$ cat config.mk
export PLATFORM = sky130hd
export DESIGN_NAME = ledwire_encoder
export DESIGN_NICKNAME = d
export VERILOG_FILES = /design/src/rtl/lwe_pkg.sv /design/src/rtl/lwe_bit_timer.sv /design/src/rtl/lwe_pixel_serializer.sv /design/src/rtl/lwe_pulse_stage.sv /design/src/rtl/ledwire_encoder.sv
export SDC_FILE = /design/constraint.sdc
export NUM_CORES = 1
export LEC_CHECK = 0
export BUFFER_PORTS_ARGS = -buffer_cell sky130_fd_sc_hd__buf_2
export CAP_MARGIN = 20
export CORE_AREA = 3 3 67 69
export DETAILED_ROUTE_END_ITERATION = 10
export DIE_AREA = 0 0 70 72
export GPL_TIMING_DRIVEN = 1
export PLACE_DENSITY = 0.74
export REMOVE_ABC_BUFFERS = 1
export SLEW_MARGIN = 20
export SYNTH_ARGS = -nofsm -noshare
export SYNTH_HDL_FRONTEND = slang
export SYNTH_SLANG_ARGS = --single-unit
$ cat constraint.sdc
create_clock -name clk -period 2 [get_ports clk]
set_input_delay 0.2 -clock clk [delete_from_list [all_inputs] [get_ports clk]]
set_output_delay 0.2 -clock clk [all_outputs]
set_load 0.01 [all_outputs]
$ cat src/rtl/lwe_pkg.sv
`timescale 1ns/1ps
package lwe_pkg;
  localparam int COLOR_W  = 8;
  localparam int N_COLORS = 3;
  localparam int PIX_W    = COLOR_W * N_COLORS;

  // colour word layout; the first field is shifted out first
  typedef struct packed {
    logic [COLOR_W-1:0] red;
    logic [COLOR_W-1:0] green;
    logic [COLOR_W-1:0] blue;
  } rgb_t;
endpackage

$ cat src/rtl/lwe_bit_timer.sv
`timescale 1ns/1ps
module lwe_bit_timer #(
  parameter int CYCLE_TOP = 45,
  parameter int SHORT_END = 10,
  parameter int LONG_END  = 22,
  localparam int CNT_W    = $clog2(CYCLE_TOP + 1)
) (
  input  logic             clk,
  input  logic             rst_n,
  output logic [CNT_W-1:0] cnt,
  output logic             wrap,
  output logic             short_on,
  output logic             long_on,
  output logic             capture
);
  logic [CNT_W-1:0] cnt_q, cnt_d;

  always_comb begin
    if (cnt_q == CNT_W'(CYCLE_TOP)) cnt_d = '0;
    else                            cnt_d = cnt_q + CNT_W'(1);
  end

  always_ff @(posedge clk or negedge rst_n) begin
    if (!rst_n) cnt_q <= '0;
    else        cnt_q <= cnt_d;
  end

  assign cnt      = cnt_q;
  assign wrap     = (cnt_q == CNT_W'(CYCLE_TOP));
  assign short_on = (cnt_q <  CNT_W'(SHORT_END));
  assign long_on  = (cnt_q <  CNT_W'(LONG_END));
  // first tick after the long pulse has ended: both pulses are low here
  assign capture  = (cnt_q == CNT_W'(LONG_END));
endmodule

$ cat src/rtl/lwe_pixel_serializer.sv
`timescale 1ns/1ps
module lwe_pixel_serializer
  import lwe_pkg::*;
#(
  localparam int LEFT_W = $clog2(PIX_W + 1)
) (
  input  logic             clk,
  input  logic             rst_n,
  input  logic             wrap,
  input  logic             pix_valid,
  input  logic [PIX_W-1:0] pix_data,
  input  logic             pix_last,
  output logic             pix_ready,
  output logic             pres_bit,
  output logic             pres_en,
  output logic             underrun
);
  rgb_t             px;
  logic [PIX_W-1:0] load_word;
  logic [PIX_W-1:0] shreg_q, shreg_d;
  logic [LEFT_W-1:0] left_q, left_d;
  logic             bit_q, bit_d;
  logic             en_q, en_d;
  logic             last_q, last_d;
  logic             und_q, und_d;
  logic             empty;

  assign px        = rgb_t'(pix_data);
  assign load_word = {px.red, px.green, px.blue};
  assign empty     = (left_q == '0);
  assign pix_ready = wrap & empty;

  always_comb begin
    shreg_d = shreg_q;
    left_d  = left_q;
    bit_d   = bit_q;
    en_d    = en_q;
    last_d  = last_q;
    und_d   = 1'b0;
    if (wrap) begin
      if (!empty) begin
        bit_d   = shreg_q[PIX_W-1];
        shreg_d = {shreg_q[PIX_W-2:0], 1'b0};
        left_d  = left_q - LEFT_W'(1);
      end else if (pix_valid) begin
        bit_d   = load_word[PIX_W-1];
        shreg_d = {load_word[PIX_W-2:0], 1'b0};
        left_d  = LEFT_W'(PIX_W - 1);
        en_d    = 1'b1;
        last_d  = pix_last;
      end else begin
        en_d    = 1'b0;
        und_d   = en_q & ~last_q;
      end
    end
  end

  // shift path advances only at the bit-cycle boundary
  always_ff @(posedge clk or negedge rst_n) begin
    if (!rst_n) begin
      shreg_q <= '0;
      left_q  <= '0;
      bit_q   <= 1'b0;
      en_q    <= 1'b0;
      last_q  <= 1'b0;
    end else if (wrap) begin
      shreg_q <= shreg_d;
      left_q  <= left_d;
      bit_q   <= bit_d;
      en_q    <= en_d;
      last_q  <= last_d;
    end
  end

  always_ff @(posedge clk or negedge rst_n) begin
    if (!rst_n) und_q <= 1'b0;
    else        und_q <= und_d;
  end

  assign pres_bit = bit_q;
  assign pres_en  = en_q;
  assign underrun = und_q;
endmodule

$ cat src/rtl/lwe_pulse_stage.sv
`timescale 1ns/1ps
module lwe_pulse_stage (
  input  logic clk,
  input  logic rst_n,
  input  logic capture,
  input  logic short_on,
  input  logic long_on,
  input  logic pres_bit,
  input  logic pres_en,
  output logic line,
  output logic drive_en
);
  logic bit_q, en_q, line_q, line_d;

  // selected pulse, gated by the frame enable
  always_comb begin
    line_d = en_q & (bit_q ? long_on : short_on);
  end

  always_ff @(posedge clk or negedge rst_n) begin
    if (!rst_n) begin
      bit_q <= 1'b0;
      en_q  <= 1'b0;
    end else if (capture) begin
      bit_q <= pres_bit;
      en_q  <= pres_en;
    end
  end

  always_ff @(posedge clk or negedge rst_n) begin
    if (!rst_n) line_q <= 1'b0;
    else        line_q <= line_d;
  end

  assign line     = line_q;
  assign drive_en = en_q;
endmodule

$ cat src/rtl/ledwire_encoder.sv
`timescale 1ns/1ps
module ledwire_encoder
  import lwe_pkg::*;
#(
  parameter int CYCLE_TOP = 45,
  parameter int SHORT_END = 10,
  parameter int LONG_END  = 22,
  localparam int CNT_W    = $clog2(CYCLE_TOP + 1)
) (
  input  logic             clk,
  input  logic             rst_n,
  input  logic             pix_valid,
  output logic             pix_ready,
  input  logic [PIX_W-1:0] pix_data,
  input  logic             pix_last,
  output logic             led_line,
  output logic             busy,
  output logic             underrun
);
  logic [CNT_W-1:0] bit_cnt;
  logic wrap, short_on, long_on, capture;
  logic pres_bit, pres_en, drive_en;

  lwe_bit_timer #(
    .CYCLE_TOP(CYCLE_TOP),
    .SHORT_END(SHORT_END),
    .LONG_END (LONG_END)
  ) u_timer (
    .clk     (clk),
    .rst_n   (rst_n),
    .cnt     (bit_cnt),
    .wrap    (wrap),
    .short_on(short_on),
    .long_on (long_on),
    .capture (capture)
  );

  lwe_pixel_serializer u_ser (
    .clk      (clk),
    .rst_n    (rst_n),
    .wrap     (wrap),
    .pix_valid(pix_valid),
    .pix_data (pix_data),
    .pix_last (pix_last),
    .pix_ready(pix_ready),
    .pres_bit (pres_bit),
    .pres_en  (pres_en),
    .underrun (underrun)
  );

  lwe_pulse_stage u_out (
    .clk     (clk),
    .rst_n   (rst_n),
    .capture (capture),
    .short_on(short_on),
    .long_on (long_on),
    .pres_bit(pres_bit),
    .pres_en (pres_en),
    .line    (led_line),
    .drive_en(drive_en)
  );

  assign busy = pres_en | drive_en;
endmodule

* Word level (Yosys, flattened, before mapping)
Index checks and enable logic that the tools add are counted.
** Storage, ports and cells
- Input port bits :: 28
- Register bits after elaboration :: 42
- Output and inout bits :: 4
- Logic and storage cells :: 38
** Cells by class
- Equal/unequal tests :: 3
- $add $sub $neg :: 2
- Reduce and logical (&&, ||, !) cells :: 4
- Bitwise logic cells :: 5
- Multiplexer cells :: 12
- $lt $le $gt $ge :: 2
** Operator list (number)
- $mux 24 :: 2
- $mux 5 :: 2
- $mux 1 :: 7
- $add 6x1->6 const B :: 1
- $eq 6x5->1 const B :: 1
- $eq 6x6->1 const B :: 1
- $lt 6x4->1 const B :: 1
- $lt 6x5->1 const B :: 1
- $mux 6 :: 1
- $logic_not 5->1 :: 1
- $sub 5x1->5 const B :: 1
- $reduce_and 2->1 :: 2
- $and 1x1->1 :: 3
- $reduce_and 3->1 :: 1
- $ne 2x2->1 const B :: 1
- $not 1->1 :: 1
- $or 1x1->1 :: 1

* Depth between registers and ports, before layout
- Depth in word-level cells :: 5
- Mapped depth :: 7
- Mapped depth without buffers :: 5

* By module
A second synthesis with hierarchy kept.
** Second synthesis, totals
- Cell total of the unflattened synthesis :: 188
- Area total of the unflattened synthesis :: 2125.8 µm²
** Modules (own cells, without submodules)
- lwe_pixel_serializer :: cells each 142, seq. area each 800.8 µm², area an instance 1654.1 µm², instances 1
- lwe_bit_timer :: cells each 38, seq. area each 150.1 µm², area an instance 351.6 µm², instances 1
- lwe_pulse_stage :: cells each 7, seq. area each 75.1 µm², area an instance 113.9 µm², instances 1
- ledwire_encoder :: cells each 1, seq. area each 0.0 µm², area an instance 6.3 µm², instances 1

* Worst setup path after synthesis
No wires, ideal clock.
- Kind :: reg2reg
- Start point :: reg u_ser.left_q[0]
- End point :: reg u_ser.en_q (netlist: u_ser.pres_en)
- Path buffers :: 0
- Stages on the path, launching flop included :: 6
- Clock period less this slack :: 1.809 ns
- Arrival time :: 1.684 ns
- Setup time :: 0.125 ns
- Required time :: 1.875 ns
- Path slack :: 0.191 ns
- Cells stage by stage :: dfrtp_1 -> inv_1 -> ha_1 -> or4b_4 -> nor3_4 -> mux2_2
** On the way
- Cells in the longest elaborated chain, start to end :: 2
** RTL lines
- start: declaration :: line lwe_pixel_serializer.sv:21 : logic [LEFT_W-1:0] left_q, left_d;
- start signal: assignment :: line lwe_pixel_serializer.sv:68 : left_q <= left_d;
- $logic_not 5->1 :: line lwe_pixel_serializer.sv:30 : assign empty = (left_q == '0);
- $reduce_and 2->1 (no source line)
- end signal: assignment :: line lwe_pixel_serializer.sv:70 : en_q <= en_d;
- end: declaration :: line lwe_pixel_serializer.sv:23 : logic en_q, en_d;
Every way passes these cells.
A chain may end at the register's enable or synchronous reset.

* Worst setup path after layout
- Start point :: reg u_ser.left_q[1]
- End point :: reg u_ser.shreg_q[18]
** On the way
- Cells in the longest elaborated chain, start to end :: 3
- Elaborated cells on any way between the ends :: 4
- Those cells by class :: 1 x eq/ne; 1 x mux; 2 x reduce/logical
** RTL lines
- $logic_not 5->1 (*) :: line lwe_pixel_serializer.sv:30
- $ne 2x2->1 (no source line)
- $reduce_and 2->1 (no source line)
- end signal: assignment :: line lwe_pixel_serializer.sv:67 : shreg_q <= shreg_d;
- end: declaration :: line lwe_pixel_serializer.sv:20 : logic [PIX_W-1:0] shreg_q, shreg_d;
Mark *: on every way between the ends. The rest lies on a longest branch, timed or not.

==> results.json <==
{
  "status": "finished clean",
  "via_count": 1547,
  "cp-start-kind": "flip-flop",
  "cts_made_buffers": 5,
  "final_nets": 255,
  "final-instance-count-excl-fill": 273,
  "max_slew_margin": 0.6973,
  "initial_core_util": 0.5413,
  "irDropWorstVdd_uv": 327.2,
  "holdPathEnd": "u_ser.last_q",
  "drive_gt1_frac": 0.2825,
  "diodes": 0,
  "total_power_mw": 1.432,
  "finalSetupViolations": 0,
  "maxCapViolations": 0,
  "layout_common_cells": "dfrtp_1 (41), buf_2 (30), mux2i_1 (24)",
  "clkTransAtPathRegs_ns": 0.07,
  "synth-main-ff-cell": "dfrtp_1",
  "synth_cells": 186,
  "hold_violations": 0,
  "grt_pass1_wl_microns": 7693,
  "first_pass_iters": 4,
  "netlist_area_sq_um": 2150,
  "dp_hpwl_microns": 3053,
  "rr_worst_depth": 7,
  "crit_fanout": 24,
  "drtAntennaViolNets": 0,
  "synth_edf_count": 0,
  "clock-sinks": 41,
  "yosys_warnings": 0,
  "gr-total-overflow": 0,
  "critical_path_required_ns": 2.20,
  "fin_skew_ns": 0.004813,
  "cts_max_level": 2,
  "cts_tree": "built",
  "hold_slack_ns": 0.1623,
  "drc": 0,
  "timing.fmax_ghz": 0.5064,
  "hold_depth": 2,
  "path_class": "reg -> reg",
  "coreArea_sq_um": 3971,
  "drt_iter0_drc": 45,
  "leakage_nw": 1.074,
  "powerDensity_nw_per_um2": 569.2,
  "finalCriticalPeriod_ns": 1.975,
  "synth-seq-area-share": 0.4773,
  "area_growth_pct": 17.00,
  "cts_root_buffer": "clkbuf_8",
  "die_w_microns": 70,
  "num_io_pins": 32,
  "avgSynthCellArea_sq_um": 11.56,
  "critical_path_arrival_ns": 2.18,
  "fin_crit_sh": 0.9873,
  "wl_per_cell_microns": 16.45,
  "fin_util": 0.6333,
  "critical_path.endpoint_type": "flip-flop",
  "r2r_slack_ns": 0.03,
  "mostFrequentLayoutCell": "dfrtp_1",
  "r2r-start": "u_ser.left_q[1]",
  "finalMaxSlewViolations": 0,
  "die_h_microns": 72,
  "rsz0062_at_grt": "yes",
  "grt_pass1_vias": 1686,
  "dieArea_sq_um": 5040,
  "synth_cell_type_count": 39,
  "ys_ff_latch": 41,
  "grt_max_degree": 26,
  "r2r-end": "u_ser.shreg_q[18]",
  "wirelength_microns": 4492,
  "avgViaCountPerCell": 5.667,
  "worst_pin_slew_ns": 0.4541,
  "io_buffers": 31,
  "async_flop_share": 1.000,
  "track_usage": 0.1919,
  "min-delay-start": "pix_last",
  "fill_cells": 309,
  "finalWeightedCongestion": 0.8096,
  "clock_path_buffers": 2,
  "hold_path.class": "in -> reg",
  "dp.cells": 261,
  "fp-row-count": 23,
  "antenna_found_initial": 0,
  "clock_latency_ns": 0.29
}
## where the power goes
group	switching (mW)	internal, mW
clock	0.255	0.273
sequential	0.000503	0.830
combinational	0.0370	0.0357
## state kept, by name, summed over array words and instances, names as in the netlist
signal / flops
u_ser.pres_en: 1
u_ser.left_q: 5
u_timer.cnt: 6
u_ser.pres_bit: 1
u_ser.last_q: 1
u_out.line: 1
u_out.bit_q: 1
u_ser.underrun: 1
u_ser.shreg_q: 23
u_out.drive_en: 1
## metal layers
layer  vias to the layer above  track usage  share of wire
li1                        753            -              -
met1                       751       0.2403           0.44
met2                        37       0.3116           0.49
met3                         6      0.05679          0.052
met4                         0      0.08298          0.017
met5                         -            0              0
## logic make-up after synthesis
| family | count (synthesis) | share of synthesized area |
|---|---|---|
| xor+xnor | 2 | 0.008150 |
| flops | 41 | 0.4773 |
| simple gates | 50 | 0.1455 |
| mux | 31 | 0.1484 |
| fa+ha+maj | 4 | 0.02328 |
| buf+inv | 19 | 0.04307 |
| compound gates | 39 | 0.1543 |
## Yosys cell counts (2+ instances only)
master / count / area (sq um)
dfrtp_1: 41 / 1026
mux2i_1: 24 / 240.2
and2_1: 23 / 143.9
o2bb2ai_1: 23 / 201.4
inv_1: 8 / 30.03
mux2_2: 7 / 78.83
nor2_1: 7 / 26.28
a21oi_1: 4 / 20.02
clkbuf_1: 4 / 15.01
ha_1: 4 / 50.05
nand2_1: 3 / 11.26
nor4_1: 3 / 18.77
and3_1: 2 / 12.51
buf_1: 2 / 7.510
buf_2: 2 / 10.01
buf_6: 2 / 22.52
nand4_1: 2 / 12.51
o21ai_0: 2 / 10.01
o31ai_1: 2 / 15.01
xnor2_1: 2 / 17.52
## timing repair
item                                   4_1_cts  5_1_grt
endpoints found under the hold margin       17        0
setup endpoints to repair                    1        4
setup buffers                                3        1
hold buffers                                 1        0
pin swaps                                    2        1
resized for setup                            2        3
## worst max-delay path: stages, from the launching register on
cell,delay [ns]
dfrtp_1,0.39
inv_1,0.09
ha_2,0.19
or4b_4,0.50
buf_4,0.17
o211ai_4,0.20
buf_12,0.21
o2bb2ai_1,0.14
## final cells by class
class | instances | area, sq um | area share
repair buffers | 41 | 264.0 | 0.1050
flip-flops and latches | 41 | 1026 | 0.4080
inverters | 8 | 30.03 | 0.01194
clock buffers | 7 | 86.33 | 0.03433
multi-input cells | 126 | 1046 | 0.4159
well taps | 50 | 62.56 | 0.02488
## per-stage QoR
| stage | setup WS, ns | setup TNS [ns] | area, sq um |
|---|---|---|---|
| finish | 0.02537 | 0 | 2515 |
| global route | -0.03251 | -0.06827 | 2515 |
| global placement | 0.1685 | 0 | 2374 |
| CTS | 0.003524 | 0 | 2495 |
| detailed placement | 0.07600 | 0 | 2374 |
| floorplan | -2.930 | -70.03 | 2087 |
## how the worst max path moves through the flow
stage | startpoint | end | slack [ns] | depth (start not counted)
after floorplan | u_ser.left_q[0] | u_ser.left_q[2] | -2.93 | 5
after global placement | u_ser.left_q[0] | u_ser.last_q | 0.17 | 5
after detailed placement | u_timer.cnt[1] | u_ser.left_q[4] | 0.08 | 5
after CTS | u_ser.left_q[1] | pix_ready | 0.004 | 5
after global routing | u_timer.cnt[1] | pix_ready | -0.03 | 6
final | u_ser.left_q[1] | u_ser.shreg_q[18] | 0.03 | 7
(Power assumes the default switching activity.)
